**config.mk**
```make
export PLATFORM = sky130hd
export DESIGN_NAME = omega_net
export DESIGN_NICKNAME = d
export VERILOG_FILES = /design/src/rtl/omega_pkg.sv /design/src/rtl/omega_switch2.sv /design/src/rtl/omega_stage.sv /design/src/rtl/omega_net.sv
export SDC_FILE = /design/constraint.sdc
export NUM_CORES = 1
export LEC_CHECK = 0
export ABC_AREA = 1
export BUFFER_PORTS_ARGS = -buffer_cell sky130_fd_sc_hd__clkbuf_2
export CORE_MARGIN = 10
export CORE_UTILIZATION = 40
export CTS_CLUSTER_DIAMETER = 50
export DETAILED_ROUTE_END_ITERATION = 10
export GPL_TIMING_DRIVEN = 0
export HOLD_SLACK_MARGIN = 0.1
export PLACE_DENSITY = 0.63
export SYNTH_ARGS = -nofsm -noshare
export SYNTH_HDL_FRONTEND = slang
export SYNTH_HIERARCHICAL = 1
export SYNTH_SLANG_ARGS = --single-unit
export TNS_END_PERCENT = 100
```
**constraint.sdc**
```tcl
create_clock -name clk -period 6.3 [get_ports clk]
set_input_delay 0.315 -clock clk [delete_from_list [all_inputs] [get_ports clk]]
set_output_delay 0.315 -clock clk [all_outputs]
set_load 0.02 [all_outputs]
```
**src/rtl/omega_pkg.sv**
```systemverilog
package omega_pkg;

    typedef enum logic {
        SW_STRAIGHT = 1'b0,
        SW_EXCHANGE = 1'b1
    } sw_state_e;

    // perfect shuffle: rotate a line address left by one bit
    function automatic int shuffle_line(input int idx, input int aw);
        int n;
        n = 1 << aw;
        return ((idx << 1) | (idx >> (aw - 1))) & (n - 1);
    endfunction

endpackage

```
**src/rtl/omega_switch2.sv**
```systemverilog
module omega_switch2 #(
    parameter int AW      = 3,
    parameter int DATA_W  = 8,
    parameter int BIT_SEL = 2
) (
    input  logic              up_vld,
    input  logic [AW-1:0]     up_dst,
    input  logic [AW-1:0]     up_src,
    input  logic [DATA_W-1:0] up_data,
    input  logic              lo_vld,
    input  logic [AW-1:0]     lo_dst,
    input  logic [AW-1:0]     lo_src,
    input  logic [DATA_W-1:0] lo_data,
    output logic              o0_vld,
    output logic [AW-1:0]     o0_dst,
    output logic [AW-1:0]     o0_src,
    output logic [DATA_W-1:0] o0_data,
    output logic              o1_vld,
    output logic [AW-1:0]     o1_dst,
    output logic [AW-1:0]     o1_src,
    output logic [DATA_W-1:0] o1_data,
    output logic              lo_drop
);
    import omega_pkg::*;

    sw_state_e state;
    logic      clash;
    logic      lo_keep;

    always_comb begin
        clash   = up_vld && lo_vld && (up_dst[BIT_SEL] == lo_dst[BIT_SEL]);
        lo_keep = lo_vld && !clash;
        lo_drop = clash;
        if (up_vld)
            state = up_dst[BIT_SEL] ? SW_EXCHANGE : SW_STRAIGHT;
        else if (lo_vld)
            state = lo_dst[BIT_SEL] ? SW_STRAIGHT : SW_EXCHANGE;
        else
            state = SW_STRAIGHT;
    end

    always_comb begin
        unique case (state)
            SW_STRAIGHT: begin
                o0_vld = up_vld;  o0_dst = up_dst; o0_src = up_src; o0_data = up_data;
                o1_vld = lo_keep; o1_dst = lo_dst; o1_src = lo_src; o1_data = lo_data;
            end
            SW_EXCHANGE: begin
                o0_vld = lo_keep; o0_dst = lo_dst; o0_src = lo_src; o0_data = lo_data;
                o1_vld = up_vld;  o1_dst = up_dst; o1_src = up_src; o1_data = up_data;
            end
            default: begin
                o0_vld = 1'b0; o0_dst = '0; o0_src = '0; o0_data = '0;
                o1_vld = 1'b0; o1_dst = '0; o1_src = '0; o1_data = '0;
            end
        endcase
    end

endmodule

```
**src/rtl/omega_stage.sv**
```systemverilog
module omega_stage #(
    parameter int N      = 8,
    parameter int DATA_W = 8,
    parameter int STAGE  = 0
) (
    input  logic [N-1:0]                    a_vld,
    input  logic [N-1:0][$clog2(N)-1:0]     a_dst,
    input  logic [N-1:0][$clog2(N)-1:0]     a_src,
    input  logic [N-1:0][DATA_W-1:0]        a_data,
    output logic [N-1:0]                    z_vld,
    output logic [N-1:0][$clog2(N)-1:0]     z_dst,
    output logic [N-1:0][$clog2(N)-1:0]     z_src,
    output logic [N-1:0][DATA_W-1:0]        z_data,
    output logic [N-1:0]                    drop_mask
);
    import omega_pkg::*;

    localparam int AW   = $clog2(N);
    localparam int HALF = N / 2;
    localparam int BSEL = AW - 1 - STAGE;

    logic [N-1:0]                s_vld;
    logic [N-1:0][AW-1:0]        s_dst;
    logic [N-1:0][AW-1:0]        s_src;
    logic [N-1:0][DATA_W-1:0]    s_data;
    logic [HALF-1:0]             sw_drop;

    for (genvar j = 0; j < N; j++) begin : g_shuf
        localparam int TGT = shuffle_line(j, AW);
        assign s_vld[TGT]  = a_vld[j];
        assign s_dst[TGT]  = a_dst[j];
        assign s_src[TGT]  = a_src[j];
        assign s_data[TGT] = a_data[j];
    end

    for (genvar k = 0; k < HALF; k++) begin : g_sw
        omega_switch2 #(.AW(AW), .DATA_W(DATA_W), .BIT_SEL(BSEL)) u_sw (
            .up_vld (s_vld[2*k]),   .up_dst (s_dst[2*k]),
            .up_src (s_src[2*k]),   .up_data(s_data[2*k]),
            .lo_vld (s_vld[2*k+1]), .lo_dst (s_dst[2*k+1]),
            .lo_src (s_src[2*k+1]), .lo_data(s_data[2*k+1]),
            .o0_vld (z_vld[2*k]),   .o0_dst (z_dst[2*k]),
            .o0_src (z_src[2*k]),   .o0_data(z_data[2*k]),
            .o1_vld (z_vld[2*k+1]), .o1_dst (z_dst[2*k+1]),
            .o1_src (z_src[2*k+1]), .o1_data(z_data[2*k+1]),
            .lo_drop(sw_drop[k])
        );
    end

    always_comb begin
        drop_mask = '0;
        for (int k = 0; k < HALF; k++)
            if (sw_drop[k]) drop_mask[s_src[2*k+1]] = 1'b1;
    end

endmodule

```
**src/rtl/omega_net.sv**
```systemverilog
module omega_net #(
    parameter int N_PORTS = 8,
    parameter int DATA_W  = 8
) (
    input  logic                                   clk,
    input  logic                                   rst,
    input  logic [N_PORTS-1:0]                     in_vld,
    input  logic [N_PORTS-1:0][$clog2(N_PORTS)-1:0] in_dst,
    input  logic [N_PORTS-1:0][DATA_W-1:0]         in_data,
    output logic [N_PORTS-1:0]                     out_vld,
    output logic [N_PORTS-1:0][DATA_W-1:0]         out_data,
    output logic [N_PORTS-1:0][$clog2(N_PORTS)-1:0] out_src,
    output logic [N_PORTS-1:0]                     grant,
    output logic [N_PORTS-1:0]                     blocked
);
    localparam int AW    = $clog2(N_PORTS);
    localparam int N_STG = AW;

    logic [N_STG:0][N_PORTS-1:0]             l_vld;
    logic [N_STG:0][N_PORTS-1:0][AW-1:0]     l_dst;
    logic [N_STG:0][N_PORTS-1:0][AW-1:0]     l_src;
    logic [N_STG:0][N_PORTS-1:0][DATA_W-1:0] l_data;
    logic [N_STG-1:0][N_PORTS-1:0]           stg_drop;
    logic [N_PORTS-1:0]                      blk_c;

    assign l_vld[0]  = in_vld;
    assign l_dst[0]  = in_dst;
    assign l_data[0] = in_data;
    for (genvar i = 0; i < N_PORTS; i++) begin : g_tag
        assign l_src[0][i] = AW'(i);
    end

    for (genvar s = 0; s < N_STG; s++) begin : g_stage
        omega_stage #(.N(N_PORTS), .DATA_W(DATA_W), .STAGE(s)) u_stage (
            .a_vld (l_vld[s]),   .a_dst (l_dst[s]),
            .a_src (l_src[s]),   .a_data(l_data[s]),
            .z_vld (l_vld[s+1]), .z_dst (l_dst[s+1]),
            .z_src (l_src[s+1]), .z_data(l_data[s+1]),
            .drop_mask(stg_drop[s])
        );
    end

    always_comb begin
        blk_c = '0;
        for (int s = 0; s < N_STG; s++) blk_c = blk_c | stg_drop[s];
    end

    always_ff @(posedge clk) begin
        if (rst) begin
            out_vld  <= '0;
            out_data <= '0;
            out_src  <= '0;
            grant    <= '0;
            blocked  <= '0;
        end else begin
            out_vld  <= l_vld[N_STG];
            out_data <= l_data[N_STG];
            out_src  <= l_src[N_STG];
            grant    <= in_vld & ~blk_c;
            blocked  <= blk_c;
        end
    end

endmodule

```
==> results of run 1 <==
## final timing paths
| check | from | endpoint | slack (ns) |
|---|---|---|---|
| worst min-delay path | in_vld[7] | grant[7] | 0.22 |
| worst max-delay path | in_vld[1] | grant[1] | 3.15 |
## registers in the layout, indices dropped and copies added (netlist names)
signal,cells
out_vld,8
blocked,8
out_data,64
grant,8
out_src,24
## routing by layer
layer | track usage [%] | up-vias | share of wire, %
li1 | - | 6243 | -
met1 | 36.1 | 5910 | 44
met2 | 40.8 | 558 | 45
met3 | 5.12 | 33 | 8.9
met4 | 6.15 | 0 | 1.9
met5 | 0 | - | 0
## final cells by class
| class | count | area [um2] | area share (%) |
|---|---|---|---|
| buffer | 111 | 900 | 7.33 |
| clock buffer | 10 | 239 | 1.95 |
| clock inverter | 6 | 62.6 | 0.510 |
| inverter | 191 | 717 | 5.84 |
| multi-input combinational | 1424 | 6660 | 54.2 |
| sequential | 112 | 2240 | 18.3 |
| tap | 330 | 413 | 3.36 |
| timing repair buffer | 209 | 1050 | 8.54 |
## cell usage in the layout (no fill, tap or decap)
master       n
a21oi_1      8
buf_2       46
buf_4       16
buf_6       47
buf_8        1
clkbuf_16    9
clkbuf_2   209
clkbuf_4     1
clkbuf_8     1
clkinv_1     1
clkinv_4     2
clkinv_8     1
conb_1     105
dfxtp_1    112
inv_1      154
inv_2       36
inv_6        2
inv_8        1
nand2_1    400
nand2_2     37
nand2_4      8
nand3_1    590
nand3_2      4
nand3_4      8
nand4_1     69
nor2_1     166
nor2_2       3
nor2_4      10
nor3_1      12
o21ai_0      4
## worst max-delay path: cells and delay by family
kind / cells / cell delay (ns)
buf+inv: 6 / 0.94
simple gates: 15 / 2.17
## per-stage QoR
step / hold slack (ns) / power (uW) / instances
after global routing: 0.228 / 3190 / 2393
final: 0.221 / 2990 / 2393
after global placement: 0.608 / 2350 / 2376
after detailed placement: 0.607 / 2370 / 2376
after CTS: 0.206 / 2980 / 2392
after floorplan: 0.442 / 1900 / 1838
## power breakdown
group / switching, uW / leakage [uW] / internal, uW
sequential: 35.6 / 0.000930 / 821
combinational: 1050 / 0.00610 / 475
clock: 313 / 0.000148 / 291
total: 1400 / 0.00718 / 1590
==> impl_metrics.yaml, run 1 <==
status:
  run_status: "finished clean"
power:
  p_per_area_nw_per_um2: 243
  p_leak_uw: 0.00718
  ir_drop_mv: 0.175
cells_and_area:
  synthToLayoutAreaGrowth_pct: 21.2
  fin_area_um2: 12300
  final_util_pct: 49.0
  fillers: 2730
  nNetsFinal: 2156
  diodes: 0
  drive_above_1_share_pct: 21.4
sta:
  final-hold-violation-count: 0
  drv_slew: 0
  setup_violations: 0
  post-route-period-util_pct: 50.0
  setup_tns_ns: 0
  rsz0062_at_grt: "false"
  worst_pin_slew_ns: 1.33
  relSlewSlack_pct: 10.6
  worst_slack_ns: 3.15
  fmax_mhz: 317
  min_period_ns: 3.15
min_path:
  whs_path_depth: 3
  hp-class: "input port to flop"
yosys:
  syn_inst: 1735
  syn_area_per_cell_um2: 5.84
  syn_area_um2: 10100
  synth-warning-count: 6
route:
  drt_first_pass_iters: 6
  via_per_inst: 5.33
  drt_iter0_markers: 1414
  drt.antenna.violating_nets: 0
  post_drt_wl_per_cell_um: 18.1
  drc: 0
  routed_wl_mm: 43.4
  vias: 12744
die:
  pin_count: 210
  coreArea_um2: 25000
  die_h_um: 179
  dieArea_um2: 32100
  num_rows: 58
  initial_utilization_pct: 40.5
  die_x_um: 179
placement:
  finalWeightedCongestion: 0.975
  hpwl_mm: 35.2
  dp_slack_ns: 2.84
  io_buffers: 208
  placed_cell_area_um2: 12000
flow_run:
  cap_violations: 0
clock_network:
  cts_buffers: 9
  cts.sinks: 112
  cts_max_path_buffers: 2
  clock-root-buffer: "clkbuf_16"
  cts_tree: "built"
  cts_resized: 0
  holdBufCountCts: 0
  post_cts.repair.setup_buffers: 0
  cts_max_level: 3
  path_clk_slew_ns: 0.09
grt:
  grt_pass1_vias: 11545
  grt_usage_pct: 26.1
  grt_max_degree: 21
  antenna_found_initial: 0
  grt_pass1_wl_mm: 65.4
  grt-ovfl-total: 0
setup_path:
  slowest_stage: "nor3_1"
  max_stage_delay_ns: 0.68
  critical_path.max_fanout: 10
  crit_type: "input port to flop"
  startpoint_type: "input port"
  crit_top_cell: "nor2_1"
  cp.required_ns: 6.57
  cp.arrival_ns: 3.42
  critPathCaptureType: "flop"
  path_cells: "clkbuf_2, inv_2, nand3_2, buf_6, nand3_1, nand2_1, inv_1, nand2_2, buf_2, nand3_1, nand2_1, inv_2, nor2_1, nor3_1, nand3_1, nor2_1, nor2_1, nand2_1, nor2_1, nand2_1, nor2_1"
No activity file was read; power rests on OpenSTA's default activity.
==> run 2, diff against run 1 <==
ABC_AREA = 0   (was 1)
PLACE_DENSITY = 0.67   (was 0.63)
clock period = 2.8 ns   (was 6.3 ns; I/O delays follow)
==> run 2 against run 1 <==
The run now ends with setup timing left. Sequential power up 120%. Power up 100%. Via count is 45% lower. Non-clock buffer count fell by 20. Final cell count decreased by 40%. Cell area down 8.0%. Synthesized area down 18%. Utilization increased by 6.6 points. Hold slack lost 0.11 ns. Synthesized cell count fell by 54%. Global-route usage is 5.8 points lower.
==> impl_metrics.yaml, run 2 <==
min_path:
  worstHoldEndpoint: "grant[0]"
  hp-start: "in_vld[0]"
  hp-class: "input port to flop"
  whs_path_depth: 2
clock_network:
  cts_tree: "built"
  path_clk_slew_ns: 0.08
  cts.sinks: 112
  clock-root-buffer: "clkbuf_16"
  cts_max_level: 3
  cts_buffers: 9
  cts_max_path_buffers: 2
die:
  pin_count: 210
  coreArea_um2: 20300
  dieArea_um2: 26800
  initial_utilization_pct: 40.8
  die_h_um: 164
  num_rows: 52
  die_x_um: 164
placement:
  io_buffers: 208
  finalWeightedCongestion: 0.915
  dp.cells: 1367
  placed_cell_area_um2: 10300
  hpwl_mm: 23.1
  dp_slack_ns: -0.973
yosys:
  syn_inst: 792
  synth-warning-count: 6
  syn_area_um2: 8270
  syn_area_per_cell_um2: 10.4
sta:
  relSlewSlack_pct: 50.1
  rsz0062_at_grt: "true"
  final-hold-violation-count: 0
  worst_pin_slew_ns: 0.741
  setup_tns_ns: -0.143
  fmax_mhz: 349
  setup_violations: 4
  post-route-period-util_pct: 102
  min_period_ns: 2.86
  drv_slew: 0
  worst_slack_ns: -0.0640
status:
  violations: "setup timing"
  run_status: "finished with violations"
setup_path:
  cp.arrival_ns: 3.17
  critPathCaptureType: "flop"
  crit_type: "input port to flop"
  slowest_stage: "mux2_4"
  cp.required_ns: 3.11
  path_cells: "buf_8, nand2b_4, o21ai_4, buf_8, mux2_4, nand2b_4, o21ai_4, buf_4, buf_6, mux2_4, xnor2_1, and3_4, nand2_2, o22ai_1, a221o_1, nor3_2, and3b_1"
  startpoint_type: "input port"
  critical_path.max_fanout: 4
  max_stage_delay_ns: 0.32
cells_and_area:
  largest_reg_flops: 64
  final_util_pct: 55.7
  synthToLayoutAreaGrowth_pct: 36.6
  stdcell_count: 1441
  final_common_cell: "mux2_2"
  fin_area_um2: 11300
  drive_above_1_share_pct: 56.0
  nNetsFinal: 1262
  top_register: "out_data"
  largest_registers: "out_data: 64 flops, out_src: 24 flops"
  final_cell_mix: "mux2_2, clkbuf_2, dfxtp_1"
route:
  post_drt_wl_per_cell_um: 19.8
  drc: 0
  via_per_inst: 4.88
  vias: 7038
  routed_wl_mm: 28.5
  drt_iter0_markers: 303
  drt.antenna.violating_nets: 0
  drt_first_pass_iters: 5
power:
  p_switching_uw: 2160
  pwr-share-clk_pct: 22.0
  p_leak_uw: 0.00528
  intPower_uw: 3940
  p_per_area_nw_per_um2: 540
  p_sw_share_pct: 35.4
  seqPwrFrac_pct: 30.9
  ir_drop_mv: 0.319
  pwr-share-comb_pct: 47.1
grt:
  grt_usage_pct: 20.3
  grt_max_degree: 22
  grt_pass1_vias: 7113
  antenna_found_initial: 2
  grt-ovfl-total: 0
  grt_pass1_wl_mm: 41.9
flow_run:
  cap_violations: 0
run 2: how the worst max path moves through the flow:
stage | start | endpoint | slack, ns | depth (start not counted)
after floorplan | in_dst[23] | grant[5] | -0.20 | 14
after global placement | in_dst[23] | grant[7] | -1.01 | 16
after detailed placement | in_dst[23] | grant[7] | -0.97 | 16
after CTS | in_dst[23] | grant[5] | -0.03 | 15
after global routing | in_dst[23] | grant[7] | -0.14 | 17
final | in_dst[23] | grant[5] | -0.06 | 17
run 2: layer usage:
metal	routed length (um)	up-vias	global-route usage, %
met2	12900	179	31.7
met5	0	-	0
li1	-	3499	-
met1	13400	3340	27.7
met3	1750	20	4.73
met4	428	0	5.00
run 2: what timing repair did:
action / 4_1_cts / 5_1_grt
hold buffers: 5 / 0
buffers inserted: 40 / 11
pin swaps: 16 / 21
gates resized for setup: 23 / 24
hold endpoints to repair: 17 / 0
gates cloned: 0 / 1
endpoints found under the setup margin: 96 / 41
run 2: power by group through the flow:
stage               registers [uW]  logic, uW  clock network [uW]
finish                        1880       2870                1340
global route                  1900       3050                1430
CTS                           1890       2730                1360
detailed placement            1920       2600                   0
global placement              1910       2600                   0
floorplan                     2190       1650                   0
run 2: layout make-up:
class	count	area (um2)
clock inverter	7	72.6
sequential	112	2240
fill	1867	9000
timing repair buffer	265	1550
buffer	35	435
clock buffer	9	225
inverter	14	52.6
tap	270	338
multi-input combinational	727	6380
antenna	2	5.00
run 2: stage by stage:
stage / power (uW) / hold slack (ns)
after floorplan: 3850 / 0.296
after global placement: 4510 / 0.437
after detailed placement: 4520 / 0.440
after CTS: 5980 / 0.101
after global routing: 6380 / 0.110
final: 6100 / 0.107
run 2: worst max-delay path, delay by kind of cell:
kind / cells / cell delay, ns
simple gates: 6 / 0.94
compound gates: 4 / 0.86
mux: 2 / 0.62
buf+inv: 4 / 0.47
xor+xnor: 1 / 0.13
==> run 3, diff against run 2 <==
ABC_CLOCK_PERIOD_IN_PS = 3200   (was unset)
CAP_MARGIN = 20   (was unset)
PLACE_DENSITY = 0.64   (was 0.67)
clock period = 3.2 ns   (was 2.8 ns; I/O delays follow)
==> run 3 against run 2 <==
The flow now finishes without violations. Sequential power fell by 13%. Cell area fell by 5.2%. Power shrank 18%. Combinational power fell by 22%. Critical path depth is 2 lower. Worst setup slack better by 0.18 ns. Hold slack improved by 0.0014 ns. Non-clock buffer count down 11. First-iteration DRC count is 48% higher. Wire length shrank 2.4%. Utilization fell by 2.9 points. Die area is the same. Largest power group unchanged.
==> impl_metrics.yaml, run 3 (synthesized netlist as in run 2, its figures left out) <==
status:
  run_status: "finished clean"
cells_and_area:
  seq_area_um2: 2240
  stdcell_count: 1428
  top_register: "out_data"
  multi_input_comb_area_um2: 5990
  nNetsFinal: 1251
  largest_reg_flops: 64
  final_cell_mix: "mux2_2, clkbuf_2, dfxtp_1"
  final_util_pct: 52.7
  final_common_cell: "mux2_2"
  diodes: 0
  synthToLayoutAreaGrowth_pct: 29.4
  fin_area_um2: 10700
  drive_above_1_share_pct: 54.6
  largest_registers: "out_data: 64 flops, out_src: 24 flops"
  fillers: 1939
sta:
  worst_hold_slack_ns: 0.109
  post-route-period-util_pct: 96.5
  min_period_ns: 3.09
  setup_violations: 0
  worst_pin_slew_ns: 0.780
  drv_slew: 0
  fmax_mhz: 324
  relSlewSlack_pct: 47.5
  final-hold-violation-count: 0
route:
  routed_wl_mm: 27.8
  drt_iter0_markers: 448
  drt.antenna.violating_nets: 0
  drt_first_pass_iters: 5
  drc: 0
  post_drt_wl_per_cell_um: 19.5
  vias: 6961
  via_per_inst: 4.87
clock_network:
  path_clk_slew_ns: 0.07
  cts_max_path_buffers: 2
  clock-root-buffer: "clkbuf_16"
  cts_buffers: 9
  cts_tree: "built"
  cts.sinks: 112
  cts_max_level: 3
placement:
  dp.cells: 1367
  io_buffers: 208
  hpwl_mm: 22.5
  finalWeightedCongestion: 0.964
  placed_cell_area_um2: 10000
setup_path:
  critPathCaptureType: "flop"
  cp.arrival_ns: 3.40
  worstSetupStartpoint: "in_dst[17]"
  startpoint_type: "input port"
  critical_path.max_fanout: 10
  cp.required_ns: 3.51
  crit_type: "input port to flop"
grt:
  antenna_found_initial: 0
  grt-ovfl-total: 0
  grt_pass1_vias: 6826
  grt_usage_pct: 19.7
  grt_pass1_wl_mm: 40.3
  grt_max_degree: 20
power:
  ir_drop_mv: 0.280
  p_per_area_nw_per_um2: 466
  p_leak_uw: 0.00484
die:
  die_x_um: 164
  coreArea_um2: 20300
  initial_utilization_pct: 40.8
  pin_count: 210
  num_rows: 52
  dieArea_um2: 26800
  die_h_um: 164
min_path:
  hp-start: "rst"
  hp-class: "input port to flop"
flow_run:
  cap_violations: 0
==> run 3: cell types whose count changed in the layout (fill, tap and decap cells not counted), sizes merged <==
cell and delta:
buf -7, clkbuf +1, clkinv +2, clkinvlp +1, diode -2, dlygate4sd3 -4
inv -4
==> run 3: worst paths after layout <==
kind,to,slack [ns],depth (start not counted)
max,grant[5],0.11,15
min,out_src[20],0.11,2
==> run 3: layout make-up <==
cell class,instances,share of cell area (%)
multi-input cells,727,55.9
well taps,270,3.16
inverters,14,0.491
clock inverters,6,0.514
clock buffers,10,2.14
flip-flops and latches,112,20.9
plain buffers,36,3.93
repair buffers,253,12.9
==> run 3: what timing repair did <==
action                                  CTS  global route
hold buffers                              1             0
endpoints found under the setup margin   81            63
pin swaps                                 4             9
hold endpoints to repair                 19             0
setup buffers                             6            38
resized for setup                         3            14
==> run 3: metal layers <==
layer / global-route usage (%) / share of wire (%) / vias to the layer above
li1: - / - / 3472
met1: 25.8 / 47 / 3283
met2: 31.9 / 46 / 175
met3: 4.18 / 5.3 / 31
met4: 5.52 / 1.8 / 0
met5: 0 / 0 / -
==> run 3: through the flow <==
stage          power (uW)  TNS (ns)  setup slack, ns
6_report             4990         0            0.113
3_3_place_gp         3770    -43.25           -0.643
2_1_floorplan        3200         0           0.0677
5_1_grt              5240   -0.0256          -0.0256
4_1_cts              4910         0          0.00632
3_5_place_dp         3770    -45.75           -0.689
==> run 3: critical path, stage by stage <==
cell	delay, ns
clkbuf_2	0.12
nand2b_4	0.16
o21ai_4	0.32
buf_6	0.23
mux2_2	0.39
nand2_1	0.13
o21ai_4	0.10
buf_8	0.16
mux2_2	0.30
xnor2_1	0.14
and3_1	0.24
and2_2	0.22
a221o_1	0.35
nor3_2	0.21
and3b_1	0.17
==> run 3: report_power, final <==
part	switching, uW	total (uW)	leakage [uW]	internal, uW
sequential	55.8	1640	0.000931	1590
combinational	1140	2240	0.00378	1090
clock	570	1110	0.000136	541
